--- src/rtl/adcseq_pkg.sv ---
package adcseq_pkg;
  localparam int SH_N = 3;  // channels with dedicated sample-and-hold

  typedef enum logic [2:0] {
    ST_IDLE,
    ST_BEGIN,
    ST_SAMPLE,
    ST_DIAG,
    ST_NEXT,
    ST_WAIT
  } seq_state_t;

  localparam logic [1:0] LVL_ZERO = 2'd0;
  localparam logic [1:0] LVL_HALF = 2'd1;
  localparam logic [1:0] LVL_FULL = 2'd2;
endpackage

--- src/rtl/adcseq_trig.sv ---
module adcseq_trig #(
  parameter int SYNC_STAGES = 2
) (
  input  logic clk,
  input  logic rst,
  input  logic sw_set,
  input  logic trig_en,
  input  logic ext_sel,
  input  logic sync_trig,
  input  logic ext_trig,
  output logic start_evt
);
  logic [SYNC_STAGES:0] ext_pipe;
  logic ext_rise;

  always_ff @(posedge clk) begin
    if (rst) ext_pipe <= '0;
    else     ext_pipe <= {ext_pipe[SYNC_STAGES-1:0], ext_trig};
  end

  assign ext_rise  = ext_pipe[SYNC_STAGES-1] & ~ext_pipe[SYNC_STAGES];
  assign start_evt = sw_set | (trig_en & (ext_sel ? ext_rise : sync_trig));
endmodule

--- src/rtl/adcseq_pick.sv ---
module adcseq_pick #(
  parameter int NCH = 16,
  localparam int IDX_W = $clog2(NCH),
  localparam int CUR_W = IDX_W + 1
) (
  input  logic [NCH-1:0]   mask,
  input  logic [CUR_W-1:0] cursor,
  output logic             found,
  output logic [IDX_W-1:0] idx
);
  logic [NCH-1:0] elig;

  for (genvar g = 0; g < NCH; g++) begin : g_elig
    assign elig[g] = mask[g] && (CUR_W'(g) >= cursor);
  end

  always_comb begin
    found = 1'b0;
    idx   = '0;
    for (int i = NCH - 1; i >= 0; i--) begin
      if (elig[i]) begin
        found = 1'b1;
        idx   = IDX_W'(i);
      end
    end
  end
endmodule

--- src/rtl/adc_scan_seq.sv ---
module adc_scan_seq
  import adcseq_pkg::*;
#(
  parameter int NCH = 16,
  parameter int DATA_W = 12,
  parameter int SH_CYCLES = 4,
  localparam int IDX_W = $clog2(NCH),
  localparam int CUR_W = IDX_W + 1,
  localparam int SHC_W = $clog2(SH_CYCLES + 1)
) (
  input  logic              clk,
  input  logic              rst,
  input  logic [NCH-1:0]    chan_mask,
  input  logic              repeat_mode,
  input  logic              diag_en,
  input  logic [1:0]        diag_level,
  input  logic [SH_N-1:0]   sh_mask,
  input  logic              irq_en,
  input  logic              trig_en,
  input  logic              ext_sel,
  input  logic              sw_start_set,
  input  logic              sw_start_clr,
  input  logic              sync_trig,
  input  logic              ext_trig,
  input  logic              conv_done,
  input  logic [DATA_W-1:0] conv_data,
  output logic              busy,
  output logic              conv_start,
  output logic [IDX_W-1:0]  conv_chan,
  output logic              conv_diag,
  output logic [1:0]        conv_level,
  output logic [SH_N-1:0]   sh_sample,
  output logic              res_we,
  output logic [IDX_W-1:0]  res_idx,
  output logic              res_diag,
  output logic [DATA_W-1:0] res_data,
  output logic              scan_irq
);
  seq_state_t       state;
  logic             start_evt;
  logic             stop_req;
  logic [CUR_W-1:0] cursor;
  logic [SHC_W-1:0] sh_cnt;
  logic             pick_found;
  logic [IDX_W-1:0] pick_idx;
  logic [SH_N-1:0]  sh_act;

  assign sh_act = sh_mask & chan_mask[SH_N-1:0];

  adcseq_trig #(.SYNC_STAGES(2)) u_trig (
    .clk(clk), .rst(rst), .sw_set(sw_start_set), .trig_en(trig_en),
    .ext_sel(ext_sel), .sync_trig(sync_trig), .ext_trig(ext_trig),
    .start_evt(start_evt)
  );

  adcseq_pick #(.NCH(NCH)) u_pick (
    .mask(chan_mask), .cursor(cursor), .found(pick_found), .idx(pick_idx)
  );

  always_ff @(posedge clk) begin
    if (rst) begin
      state      <= ST_IDLE;
      busy       <= 1'b0;
      stop_req   <= 1'b0;
      cursor     <= '0;
      sh_cnt     <= '0;
      sh_sample  <= '0;
      conv_start <= 1'b0;
      conv_chan  <= '0;
      conv_diag  <= 1'b0;
      conv_level <= LVL_ZERO;
      res_we     <= 1'b0;
      res_idx    <= '0;
      res_diag   <= 1'b0;
      res_data   <= '0;
      scan_irq   <= 1'b0;
    end else begin
      conv_start <= 1'b0;
      res_we     <= 1'b0;
      scan_irq   <= 1'b0;
      if (busy && sw_start_clr) stop_req <= 1'b1;

      unique case (state)
        ST_IDLE: begin
          if (start_evt) begin
            busy     <= 1'b1;
            stop_req <= 1'b0;
            state    <= ST_BEGIN;
          end
        end
        ST_BEGIN: begin
          if (stop_req) begin
            busy <= 1'b0;
            state <= ST_IDLE;
          end else begin
            cursor <= '0;
            if (|sh_act) begin
              sh_sample <= sh_act;
              sh_cnt    <= SHC_W'(SH_CYCLES - 1);
              state     <= ST_SAMPLE;
            end else if (diag_en) begin
              state <= ST_DIAG;
            end else begin
              state <= ST_NEXT;
            end
          end
        end
        ST_SAMPLE: begin
          if (stop_req) begin
            busy      <= 1'b0;
            sh_sample <= '0;
            state     <= ST_IDLE;
          end else if (sh_cnt == '0) begin
            sh_sample <= '0;
            state     <= diag_en ? ST_DIAG : ST_NEXT;
          end else begin
            sh_cnt <= sh_cnt - 1'b1;
          end
        end
        ST_DIAG: begin
          if (stop_req) begin
            busy  <= 1'b0;
            state <= ST_IDLE;
          end else begin
            conv_start <= 1'b1;
            conv_diag  <= 1'b1;
            conv_level <= diag_level;
            conv_chan  <= '0;
            state      <= ST_WAIT;
          end
        end
        ST_NEXT: begin
          if (stop_req) begin
            busy  <= 1'b0;
            state <= ST_IDLE;
          end else if (pick_found) begin
            conv_start <= 1'b1;
            conv_diag  <= 1'b0;
            conv_chan  <= pick_idx;
            cursor     <= CUR_W'(pick_idx) + 1'b1;
            state      <= ST_WAIT;
          end else begin
            scan_irq <= irq_en;
            if (repeat_mode) begin
              state <= ST_BEGIN;
            end else begin
              busy  <= 1'b0;
              state <= ST_IDLE;
            end
          end
        end
        ST_WAIT: begin
          if (conv_done) begin
            if (stop_req) begin
              busy  <= 1'b0;
              state <= ST_IDLE;
            end else begin
              res_we   <= 1'b1;
              res_idx  <= conv_chan;
              res_diag <= conv_diag;
              res_data <= conv_data;
              state    <= ST_NEXT;
            end
          end
        end
        default: state <= ST_IDLE;
      endcase
    end
  end

  // the converter is only started while the busy flag is high
  p_conv_needs_busy_r2: assert property (@(posedge clk) disable iff (rst)
    conv_start |-> busy);

  // a start pulse is never followed directly by another one
  p_one_in_flight_r1: assert property (@(posedge clk) disable iff (rst)
    conv_start |=> !conv_start);

  // a result write always follows a converter done pulse
  p_write_after_done_r6: assert property (@(posedge clk) disable iff (rst)
    res_we |-> $past(conv_done));

  // the interrupt pulse appears only when enabled
  p_irq_gated_r7: assert property (@(posedge clk) disable iff (rst)
    scan_irq |-> $past(irq_en));

  // no conversion starts during the sampling window
  p_no_conv_sampling_r5: assert property (@(posedge clk) disable iff (rst)
    (|sh_sample) |-> !conv_start);

  // in repeat mode busy only drops after a stop request
  p_repeat_holds_busy_r3: assert property (@(posedge clk) disable iff (rst)
    ($fell(busy) && $past(repeat_mode)) |-> $past(stop_req));
endmodule

--- config.mk ---
export PLATFORM = sky130hd
export DESIGN_NAME = adc_scan_seq
export DESIGN_NICKNAME = d
export VERILOG_FILES = /design/src/rtl/adcseq_pkg.sv /design/src/rtl/adcseq_trig.sv /design/src/rtl/adcseq_pick.sv /design/src/rtl/adc_scan_seq.sv
export SDC_FILE = /design/constraint.sdc
export NUM_CORES = 1
export LEC_CHECK = 0
export BUFFER_PORTS_ARGS = -buffer_cell sky130_fd_sc_hd__clkbuf_2
export CORE_MARGIN = 4
export CORE_UTILIZATION = 32
export DETAILED_ROUTE_END_ITERATION = 10
export PLACE_DENSITY = 0.62
export SLEW_MARGIN = 30
export SYNTH_ARGS = -nofsm -noshare
export SYNTH_HDL_FRONTEND = slang
export SYNTH_SLANG_ARGS = --single-unit
--- constraint.sdc ---
create_clock -name clk -period 3.18 [get_ports clk]
set_clock_uncertainty 0.2 [all_clocks]
set_input_delay 0.318 -clock clk [delete_from_list [all_inputs] [get_ports clk]]
set_output_delay 0.318 -clock clk [all_outputs]
set_load 0.02 [all_outputs]
# Word-level counts from Yosys, hierarchy flattened
# Index checks and enable logic that the tools add are counted.
# word_totals
register_bits	46
word_cells	177
out_inout_bits	31
inputBits	45
# classes
magnitude_cmp	16
add_sub_neg	2
mux	82
n_reduce_logical	35
eq_ne	17
bitwise_logic	9
# op_table
operator	n
2-to-1 mux 4 bit	19
2-to-1 mux 3 bit	19
greater-or-equal comparator 4 x 5 -> 1 bit (first input constant)	8
2-to-1 mux 1 bit	33
greater-or-equal comparator 3 x 5 -> 1 bit (first input constant)	4
inequality test 2 bit (second input constant)	9
case mux 3 bit (6 select lines)	1
logical AND 1 bit	17
2-to-1 mux 5 bit	3
case mux 3 bit (2 select lines)	2
AND reduction 4 bit	3
greater-or-equal comparator 1 x 5 -> 1 bit (first input constant)	2
greater-or-equal comparator 2 x 5 -> 1 bit (first input constant)	2
case mux 5 bit (2 select lines)	1
AND reduction 5 bit	2
inequality test 3 bit (second input constant)	3
OR reduction 3 bit	3
case mux 4 bit (2 select lines)	1
equality test 3 x 2 -> 1 bit (second input constant)	2
equality test 3 bit (second input constant)	2
zero test 3 bit	2
AND reduction 3 bit	2
nonzero test 2 bit	3
adder 4 x 1 -> 5 bit (second input constant)	1
other kinds (11)	17

# Logic depth before layout (Yosys ltp)
# Gate-level depths: netlist of run 1.
# depth
depth_word	22
mapped_depth	11
depth_no_buf	10

# Modules after synthesis
# Synthesis of run 1 repeated with hierarchy kept, for this count alone.
# hier_totals
hier_cells	310
hier_area_um2	2382.3
# modules_own_cells
module	seq_area_each_um2	n_inst	area_each_um2	cells_each
adc_scan_seq	860.8	1	1889.3	235
adcseq_pick	0.0	1	390.4	65
adcseq_trig	60.1	1	102.6	10

# Worst setup path before layout of run 1
# No wires, ideal clock.
# synth_timing
path_kind	flip-flop to flip-flop
startpoint	register cursor[4]
endpoint	register cursor[4]
t_required_ns	2.909
arrival_time_ns	2.012
period_less_slack_ns	2.283
setup_time_ns	0.071
path_stages_with_launch	11
path_slack_ns	0.897
n_path_buf	1
path_cell_list	dfxtp_1 > buf_2 > nor2_2 > nand3_1 > a311oi_1 > o21ai_0 > a22oi_1 > ha_1 > and3_1 > o2111ai_1 > a21oi_1
# synth_between
elab_chain_cells	22
word_cells_on_any_way	70
classes_between	add/sub: 1; order compare: 16; eq/ne: 1; mux: 35; reduce/logical: 17
# synth_rtl
element	line_no	source
from (decl)	adc_scan_seq.sv:42	logic [CUR_W-1:0] cursor;
from (signal assigned)	adc_scan_seq.sv:140	cursor <= CUR_W'(pick_idx) + 1'b1;
greater-or-equal comparator 4 x 5 -> 1 bit	adcseq_pick.sv:14	assign elig[g] = mask[g] && (CUR_W'(g) >= cursor);
logical AND 1 bit	adcseq_pick.sv:14	
2-to-1 mux 4 bit (16 in a row)	adcseq_pick.sv:21	if (elig[i]) begin
adder 4 x 1 -> 5 bit	adc_scan_seq.sv:140	
2-to-1 mux 5 bit	adc_scan_seq.sv:136	end else if (pick_found) begin
2-to-1 mux 5 bit	adc_scan_seq.sv:133	if (stop_req) begin
case mux 5 bit (2 select lines)	adc_scan_seq.sv:83	unique case (state)
# Several ways; a longest one is shown, not always the timed one. The select of a mux whose other input is x is not followed.
# A chain may end at the register's enable or synchronous reset.

# Final worst setup path of run 1
# layout_timing
startpoint	register cursor[1]
endpoint	register conv_chan[0]
# layout_between
elab_chain_cells	21
word_cells_on_any_way	69
classes_between	order compare: 16; eq/ne: 1; mux: 35; reduce/logical: 17
# layout_rtl
element	line_no	source
greater-or-equal comparator 4 x 5 -> 1 bit	adcseq_pick.sv:14	
logical AND 1 bit	adcseq_pick.sv:14	
2-to-1 mux 4 bit (16 in a row)	adcseq_pick.sv:21	
2-to-1 mux 4 bit	adc_scan_seq.sv:136	
2-to-1 mux 4 bit	adc_scan_seq.sv:133	
case mux 4 bit (2 select lines)	adc_scan_seq.sv:83	
to (signal assigned)	adc_scan_seq.sv:139	conv_chan <= pick_idx;
to (decl)	adc_scan_seq.sv:29	output logic [IDX_W-1:0] conv_chan,
# Several ways; a longest one is shown, not always the timed one. The select of a mux whose other input is x is not followed.

==> run metrics, run 1 <==
status finished, final reports clean; Primary FF master, synth dfxtp_1; switching pwr 0.0005929 W; combinational power share 30.5%; fmax 346.6 MHz; most frequent cells in the layout clkbuf_2 (75), nand2_1 (51), dfxtp_1 (46); Ports 76; CTS tree done; Starting Density 33.60%; CTS root buf clkbuf_8; DRT Wirelength 6.467 mm; H-tree depth 2; row count 31; share of cells above drive strength 1 24.09%; first-pass GRT wire length 10.65 mm; vias per cell 5.076; Clock transition at path regs 0.09 ns; GP Congestion 0.8825; ys async rst share 0%; crit path DAT 2.93 ns; Final #Nets 433; final hold viol count 0; Least-Margin Pin Slew 0.6693 ns; I/O Buffers 75; min Tclk post-route 2.886 ns; max cap viols 0; CP max FO 17; Post-CTS Setup Bufs 0; detailed-route via count 2462; hold slack 0.02373 ns; initial antenna violation count 0; Setup CP Type flop to flop; worst hold path class primary input to flop; Pint 0.001081 W; WL/cell 13.33 microns; Die ar. 9209 sq um; Mapped Cells 320; clock sink count 46; number of flops mapped to enable cells by yosys 0; synth warn 0; P_leak 1.280 nW; relative slew slack 54.97%; Yosys reg bits 46; Slew Limit Fails 0; DRC viols 0; die height 95.97 microns; vias in the first global route 2274; Worst setup EP type flop; CTS max path bufs 2; Synth Area per Inst 7.738 sq um; CP Launch Type flop; Final Setup Violations 0; Critical Path RT 3.22 ns; RSZ-0062 raised after global routing false; Setup TNS 0 ns; sw frac 35.43%; GRT Util Overall 14.42%; antenna-violating nets left 0; GRT overflow 0; TritonCTS Buffers 5; Peak VDD IR 225.0 uV; library cells used by synthesis 53; Die W 95.97 microns; sequential cell area fraction in the yosys report 37.19%; Reg power frac 43.1%; Clk pwr share 26.3%; router iterations before antenna repair 4; final critical-path share of the clock period 90.74%; DP HPWL 4.812 mm; CTS Hold Buffers Added 0; post-CTS sizing 0; largest net degree at the start of global routing 26; Clock Latency Late Sink 0.30 ns; Power per Cell Area 554.8 nW/um^2; Pwr Total 0.001674 W; Netlist Area Pre-Place 2476 sq um; Iter 0 DRT Violations 141; diode count 0; core area 7370 sq um; commonest non-fill, non-tap cell in the layout clkbuf_2; area grow syn2layout 21.83%; Post-Syn Nets 368
## cells in the mapped netlist, types with 2 or more instances
master	count	area share, %
o211ai_1	5	1.5
nor3_1	7	1.4
nand3_1	10	2.0
a21boi_0	2	0.61
o21ai_1	3	0.61
a21o_1	2	0.61
nor2b_1	12	3.0
nand3b_1	4	1.2
and2_1	3	0.76
o21ai_0	14	2.8
buf_2	4	0.81
nand4_1	6	1.5
ha_1	3	1.5
o2111ai_1	2	0.71
nor3_2	2	0.81
nand2_1	51	7.7
nor3b_1	2	0.61
nor2_1	23	3.5
nand2b_1	8	2.0
clkbuf_1	14	2.1
a311oi_1	2	0.71
o31ai_1	3	0.91
nand3b_4	2	1.6
and3_1	5	1.3
a21oi_1	35	7.1
dfxtp_1	46	37
o211a_1	2	0.81
or3_1	4	1.0
a211oi_1	2	0.61
xor2_1	2	0.71
a32oi_1	4	1.4
inv_1	13	2.0
or4b_1	2	0.81
mux2i_1	2	0.81
## per-stage QoR
stage / setup WS (ns) / util (%) / area, sq um / instances
finish: 0.2944 / 40.93 / 3017 / 485
global route: 0.06446 / 40.93 / 3017 / 485
floorplan: 0.8973 / - / 2476 / 320
CTS: 0.3472 / 40.93 / 3017 / 485
detailed placement: 0.3677 / 39.44 / 2907 / 477
global placement: 0.5115 / 39.44 / 2907 / 477
## layer usage
metal / wire length, microns / global-route usage (%) / vias to the layer above
li1: - / - / 1262
met1: 2895 / 19.01 / 1127
met2: 3121 / 23.74 / 67
met3: 385 / 2.893 / 6
met4: 65 / 4.265 / 0
met5: 0 / 0 / -
## power by group through the flow
stage                     Sequential (W)  Combinational, W  Clock, W
final                           0.000722          0.000511  0.000441
after floorplan                 0.000705          0.000399         0
after global routing            0.000737          0.000581  0.000486
after detailed placement        0.000734          0.000511         0
after CTS                       0.000721          0.000514  0.000461
after global placement          0.000733          0.000503         0
## worst max-delay path, cell delays in order, from the launching register on
cell and delay [ns]:
dfxtp_1 0.66, a21boi_0 0.27, o21ai_1 0.30, nand3b_4 0.13, nor4b_4 0.40, or3_1 0.40
mux2_2 0.38, nor2_1 0.08
## area by class of cell
class	instances	area, sq um
Timing Repair Buffer	78	397.9
Clock buffer	6	72.57
Fill cell	816	4353
Multi-Input combinational cell	241	1415
Inverter	13	48.80
Sequential cell	46	920.9
Clock inverter	2	37.54
Tap cell	99	123.9
## final timing paths
kind                                          from                 end  slack [ns]  depth (start not counted)
worst max-delay path                     cursor[1]        conv_chan[0]        0.29                          7
worst min-delay path                      ext_trig  u_trig.ext_pipe[0]        0.02                          2
worst max register to register           cursor[1]        conv_chan[0]        0.29                          7
worst min register to register  u_trig.ext_pipe[0]  u_trig.ext_pipe[1]        0.25                          1
## cell families after synthesis
group / Yosys count / synth area share [%]
AOI/OAI and AO/OA: 85 / 21.43
xor gates and xnor gates: 2 / 0.7076
adders and majority gates: 3 / 1.516
buffers and inverters: 33 / 5.660
DFF: 46 / 37.19
muxes: 4 / 1.718
and+or+nand+nor: 147 / 31.78
## state kept, by name, summed over array words and instances (netlist names)
register	flops
busy	1
conv_chan	4
conv_diag	1
conv_level	2
conv_start	1
cursor	5
res_data	12
res_diag	1
res_idx	4
res_we	1
scan_irq	1
sh_cnt	3
sh_sample	3
state	3
stop_req	1
u_trig.ext_pipe	3
Power figures use the tool's default switching activity.
==> run 2: changes to the inputs <==
--- a/config.mk
+++ b/config.mk
@@ -13,4 +13,5 @@
 export SLEW_MARGIN = 30
 export SYNTH_ARGS = -nofsm -noshare
 export SYNTH_HDL_FRONTEND = slang
+export SYNTH_HIERARCHICAL = 1
 export SYNTH_SLANG_ARGS = --single-unit
==> run 2 against run 1 <==
Net effect: count of clock-buffer cells in the layout shrank 1; power decreased by 13%; synthesized area fell by 3.8%; cell count shrank 1.9%; largest cell class unchanged.
==> run metrics, run 2 <==
status finished, final reports clean; first-pass GRT wire length 10.13 mm (-4.9%); Mapped Cells 310 (-3.1%); antenna-violating nets left 0 (unchanged); vias per cell 5.038 (-0.76%); GP Congestion 0.8536 (-3.3%); sequential cell area fraction in the yosys report 38.66% (+1.5 points); Iter 0 DRT Violations 143 (+1.4%); detailed-route via count 2398 (-2.6%); Die ar. 8889 sq um (-3.5%); fmax 338.9 MHz (-2.2%); number of flops mapped to enable cells by yosys 0 (unchanged); CP max stage delay 0.56 ns (-0.10 ns); Least-Margin Pin Slew 0.7846 ns (+0.1154 ns); die height 94.28 microns (-1.8%); area grow syn2layout 23.84%; Netlist Area Pre-Place 2382 sq um (-3.8%); Pwr Total 0.001456 W (-13%); worst hold path class primary input to flop; RSZ-0062 raised after global routing false; relative slew slack 47.41% (-7.6 points); library cells used by synthesis 53 (unchanged); initial antenna violation count 0 (unchanged); most frequent cells in the layout clkbuf_2 (75), nand2_1 (54), dfxtp_1 (46); CTS max path bufs 2 (unchanged); I/O Buffers 75 (unchanged); Post-CTS Setup Bufs 0 (unchanged); met2 track demand over resource 23.58% (-0.16 points); fin util 40.68% (-0.26 points); Slew Limit Fails 0 (unchanged); Buf/Inv on CP 0 (unchanged); Clock Latency Late Sink 0.30 ns (about the same); ys async rst share 0% (unchanged); Power per Cell Area 493.5 nW/um^2 (-11%); Setup CP Type flop to flop; P_leak 1.192 nW (-6.9%); vias in the first global route 2224 (-2.2%); slowest CP cell o41ai_2; max cap viols 0 (unchanged); largest net degree at the start of global routing 35 (+35%); clock sink count 46 (unchanged); M1 GR Usage 17.92% (-1.1 points); row count 31 (unchanged); GRT Util Overall 14.16% (-0.26 points); worst path cell trace a21oi_1, o211ai_1, a21boi_1, a221oi_1, o41ai_2, ha_1, nand3_1, or3_1, a21oi_1; Primary FF master, synth dfxtp_1; Yosys reg bits 46 (unchanged); share of cells above drive strength 1 24.14% (+0.045 points); GRT overflow 0 (unchanged); Die W 94.28 microns (-1.8%); DRT Wirelength 6.287 mm (-2.8%); Starting Density 32.84% (-0.75 points); post-CTS sizing 0 (unchanged); synth warn 6 (+6); synth top area cells dfxtp_1 (39%), a21oi_1 (9.5%), nand2_1 (8.5%); cell with the most instances after synthesis nand2_1; router iterations before antenna repair 4 (unchanged); top cell type's share of synthesized area 38.66% (+1.5 points); Critical Path RT 3.22 ns (about the same); core area 7253 sq um (-1.6%); met3 Usage GRT 3.446% (+0.55 points); Peak VDD IR 270.6 uV (+20%); CP Launch Type flop; Setup TNS 0 ns (unchanged); DRC viols 0 (unchanged); cell taking the most area after synthesis dfxtp_1; min Tclk post-route 2.951 ns (+0.06495 ns); final hold viol count 0 (unchanged); synth cell count leaders nand2_1 (54), dfxtp_1 (46), a21oi_1 (45); Largest register FFs 12 (unchanged); H-tree depth 2 (unchanged); TritonCTS Buffers 5 (unchanged); Clock transition at path regs 0.09 ns (about the same); busiest grt layer met2; top flop regs res_data x12, cursor x5; CTS tree done; Post-Syn Nets 358 (-2.7%); Top reg by flops res_data; commonest non-fill, non-tap cell in the layout clkbuf_2; WL/cell 13.21 microns (-0.95%); diode count 0 (unchanged); final critical-path share of the clock period 92.78% (+2.0 points); DP HPWL 4.689 mm (-2.6%); Ports 76 (unchanged); critical path's top delay family compound AO/OA/AOI/OAI gates; hold slack 0.02944 ns (+0.005712 ns); Worst setup EP type flop; Synth Area per Inst 7.685 sq um (-0.69%); Final Setup Violations 0 (unchanged); CTS root buf clkbuf_8; critical path's most frequent cell a21oi_1; CTS Hold Buffers Added 0 (unchanged); Final #Nets 424 (-2.1%); crit path DAT 2.99 ns (+0.06 ns); CP max FO 10 (-7)
-- run 2: cell count changes after synthesis, sizes merged, moves of 5 or more --
cell	change
o21ai	-5
a21oi	+10
nor2	-8
nand3	+6
clkbuf	-5
-- run 2: cells by family after synthesis --
group | share of synthesized area [%]
compound gates | 22.22
simple gates | 29.68
mux | 1.733
fa+ha+maj | 1.576
flops | 38.66
xor+xnor | 0.7354
buf+inv | 5.410
-- run 2: metal layers --
layer  vias to the layer above  share of wire (%)  wire length [microns]
li1                       1235                  -                      -
met1                      1082                 44                   2794
met2                        74                 48                   3010
met3                         7                6.5                    411
met4                         0                1.1                     70
met5                         -                  0                      0
-- run 2: area by class of cell --
| cell class | count | area [sq um] |
|---|---|---|
| flip-flops and latches | 46 | 920.9 |
| clock buffers | 5 | 68.82 |
| multi-input cells | 234 | 1333 |
| repair buffers | 77 | 390.4 |
| fillers | 771 | 4303 |
| well taps | 99 | 123.9 |
| inverters | 12 | 45.04 |
| clock inverters | 3 | 68.82 |
-- run 2: power by group --
| part | switching [W] | internal [W] | total, W |
|---|---|---|---|
| Combinational | 0.000162 | 0.000129 | 0.000290 |
| Sequential | 0.0000403 | 0.000604 | 0.000644 |
| Clock | 0.000207 | 0.000315 | 0.000521 |
-- run 2: worst paths after layout --
kind                      startpoint                  to  slack [ns]  cells after the start
setup reg to reg           cursor[1]           cursor[4]        0.23                      9
hold reg to reg   u_trig/ext_pipe[0]  u_trig/ext_pipe[1]        0.25                      1
hold / removal              ext_trig  u_trig/ext_pipe[0]        0.03                      2
setup / recovery           cursor[1]           cursor[4]        0.23                      9
-- run 2: through the flow --
step                      worst slack [ns]  cells  area (sq um)
after global routing               0.03634    476          2950
after floorplan                     0.7074    310          2382
after detailed placement            0.3173    468          2813
final                               0.2295    476          2950
after global placement              0.2854    468          2813
after CTS                           0.2733    476          2950
==> run 3: changes to the inputs <==
--- a/config.mk
+++ b/config.mk
@@ -6,10 +6,10 @@
 export NUM_CORES = 1
 export LEC_CHECK = 0
 export BUFFER_PORTS_ARGS = -buffer_cell sky130_fd_sc_hd__clkbuf_2
-export CORE_MARGIN = 4
 export CORE_UTILIZATION = 32
 export DETAILED_ROUTE_END_ITERATION = 10
 export PLACE_DENSITY = 0.62
+export SETUP_SLACK_MARGIN = 0.3
 export SLEW_MARGIN = 30
 export SYNTH_ARGS = -nofsm -noshare
 export SYNTH_HDL_FRONTEND = slang
==> run 3 against run 2 <==
Net effect: sequential share of layout area increased by 0.53 points; register-to-register slack better by 0.25 ns; critical path depth unchanged; via count decreased by 0.46%; power is 6.2% lower; critical path type unchanged; largest power group unchanged; highest routed layer unchanged.
==> run metrics, run 3 (synthesis gave the netlist of run 2 again) <==
Iter 0 DRT Violations 89 (-38%); status finished, final reports clean; top flop regs res_data x12, cursor x5; P_leak 1.179 nW (-1.1%); share of cells above drive strength 1 25.46% (+1.3 points); worst setup margin 0.4823 ns (+0.2528 ns); row count 31 (unchanged); Worst setup EP type flop; Die W 88.28 microns (-6.4%); antenna-violating nets left 0 (unchanged); Slew Limit Fails 0 (unchanged); worst path cell trace inv_2, o211ai_1, a21boi_1, a221oi_1, o41ai_2, nand3_1, xor2_1, or3_1, a21oi_1; pre-CTS setup slack 0.2890 ns (-0.02832 ns); CTS root buf clkbuf_8; Die ar. 7793 sq um (-12%); Setup CP Type flop to flop; Final #Nets 424 (unchanged); CTS tree done; most frequent cells in the layout clkbuf_2 (75), nand2_1 (54), a21oi_1 (45); DRT Wirelength 6.034 mm (-4.0%); commonest non-fill, non-tap cell in the layout clkbuf_2; first-pass GRT wire length 9.770 mm (-3.5%); final hold viol count 0 (unchanged); I/O Buffers 75 (unchanged); Final Setup Violations 0 (unchanged); Post-Place Cell Area 2813 sq um (unchanged); GRT Util Overall 15.95% (+1.8 points); max cap viols 0 (unchanged); CTS max path bufs 2 (unchanged); vias per cell 5.015 (-0.46%); fin util 40.70% (about the same); GP Congestion 0.8183 (-4.1%); Reg2Reg Depth 9 (unchanged); RSZ-0062 raised after global routing false; CP Launch Type flop; critical path's top delay family compound AO/OA/AOI/OAI gates; H-tree depth 2 (unchanged); post-route cell area 2937 sq um (-0.47%); core area 7214 sq um (-0.53%); hold slack 0.02390 ns (-0.005536 ns); fmax 370.7 MHz (+9.4%); Post-CTS Setup Bufs 0 (unchanged); TritonCTS Buffers 5 (unchanged); Critical Path RT 3.21 ns (about the same); vias in the first global route 2057 (-7.5%); Starting Density 33.02% (+0.18 points); DRC viols 0 (unchanged); Least-Margin Pin Slew 0.7984 ns (+0.01374 ns); initial antenna violation count 0 (unchanged); Top reg by flops res_data; CP Depth 9 (unchanged); largest net degree at the start of global routing 44 (+26%); Ports 76 (unchanged); GRT overflow 0 (unchanged); Buf/Inv on CP 1 (+1); detailed-route via count 2387 (-0.46%); CP max stage delay 0.53 ns (-0.03 ns); Clock transition at path regs 0.09 ns (about the same); CTS Hold Buffers Added 0 (unchanged); min Tclk post-route 2.698 ns (-0.2528 ns); diode count 0 (unchanged); CP max FO 9 (-1); clock sink count 46 (unchanged); Peak VDD IR 227.8 uV (-16%); router iterations before antenna repair 4 (unchanged); Power per Cell Area 465.0 nW/um^2 (-5.8%); DP HPWL 4.397 mm (-6.2%); relative slew slack 46.49% (-0.92 points); die height 88.28 microns (-6.4%); slowest CP cell o41ai_2; crit path DAT 2.72 ns (-0.27 ns); final critical-path share of the clock period 84.83% (-7.9 points); WL/cell 12.68 microns (-4.0%); Setup TNS 0 ns (unchanged); area grow syn2layout 23.27%; worst hold path class primary input to flop; worst hold stages 2 (unchanged); Largest register FFs 12 (unchanged); Clock Latency Late Sink 0.30 ns (about the same)
run 3: where the power goes:
group | switching, W | internal (W)
Combinational | 0.000161 | 0.000129
Sequential | 0.0000389 | 0.000602
Clock | 0.000201 | 0.000235
Total | 0.000400 | 0.000966
run 3: layout make-up:
cell class | count | area (sq um)
clock inverters | 2 | 37.54
multi-input cells | 234 | 1335
clock buffers | 6 | 72.57
flip-flops and latches | 46 | 932.1
fillers | 775 | 4278
inverters | 12 | 45.04
repair buffers | 77 | 390.4
well taps | 99 | 123.9
run 3: final timing paths:
check | endpoint | startpoint | slack [ns]
worst max-delay path | cursor[3] | cursor[3] | 0.48
worst min-delay path | u_trig/ext_pipe[0] | ext_trig | 0.02
worst max register to register | cursor[3] | cursor[3] | 0.48
worst min register to register | u_trig/ext_pipe[1] | u_trig/ext_pipe[0] | 0.25
run 3: per-stage QoR:
step / total power (W) / std cells
final: 0.001366 / 476
after global routing: 0.001452 / 476
after CTS: 0.001382 / 476
after detailed placement: 0.0009459 / 468
after global placement: 0.0009435 / 468
after floorplan: 0.0008623 / 310
run 3: what timing repair did:
| item | 4_1_cts | 5_1_grt |
|---|---|---|
| cloned | 0 | 0 |
| resized for setup | 1 | 7 |
| endpoints found under the setup margin | 2 | 6 |
| pin swaps | 0 | 1 |
run 3: routing by layer:
layer | GRT usage (%) | share of wire (%) | vias to the layer above
met5 | 0 | 0 | -
met2 | 25.87 | 47 | 60
li1 | - | - | 1236
met3 | 3.172 | 4.2 | 8
met4 | 4.399 | 0.85 | 0
met1 | 21.57 | 48 | 1083
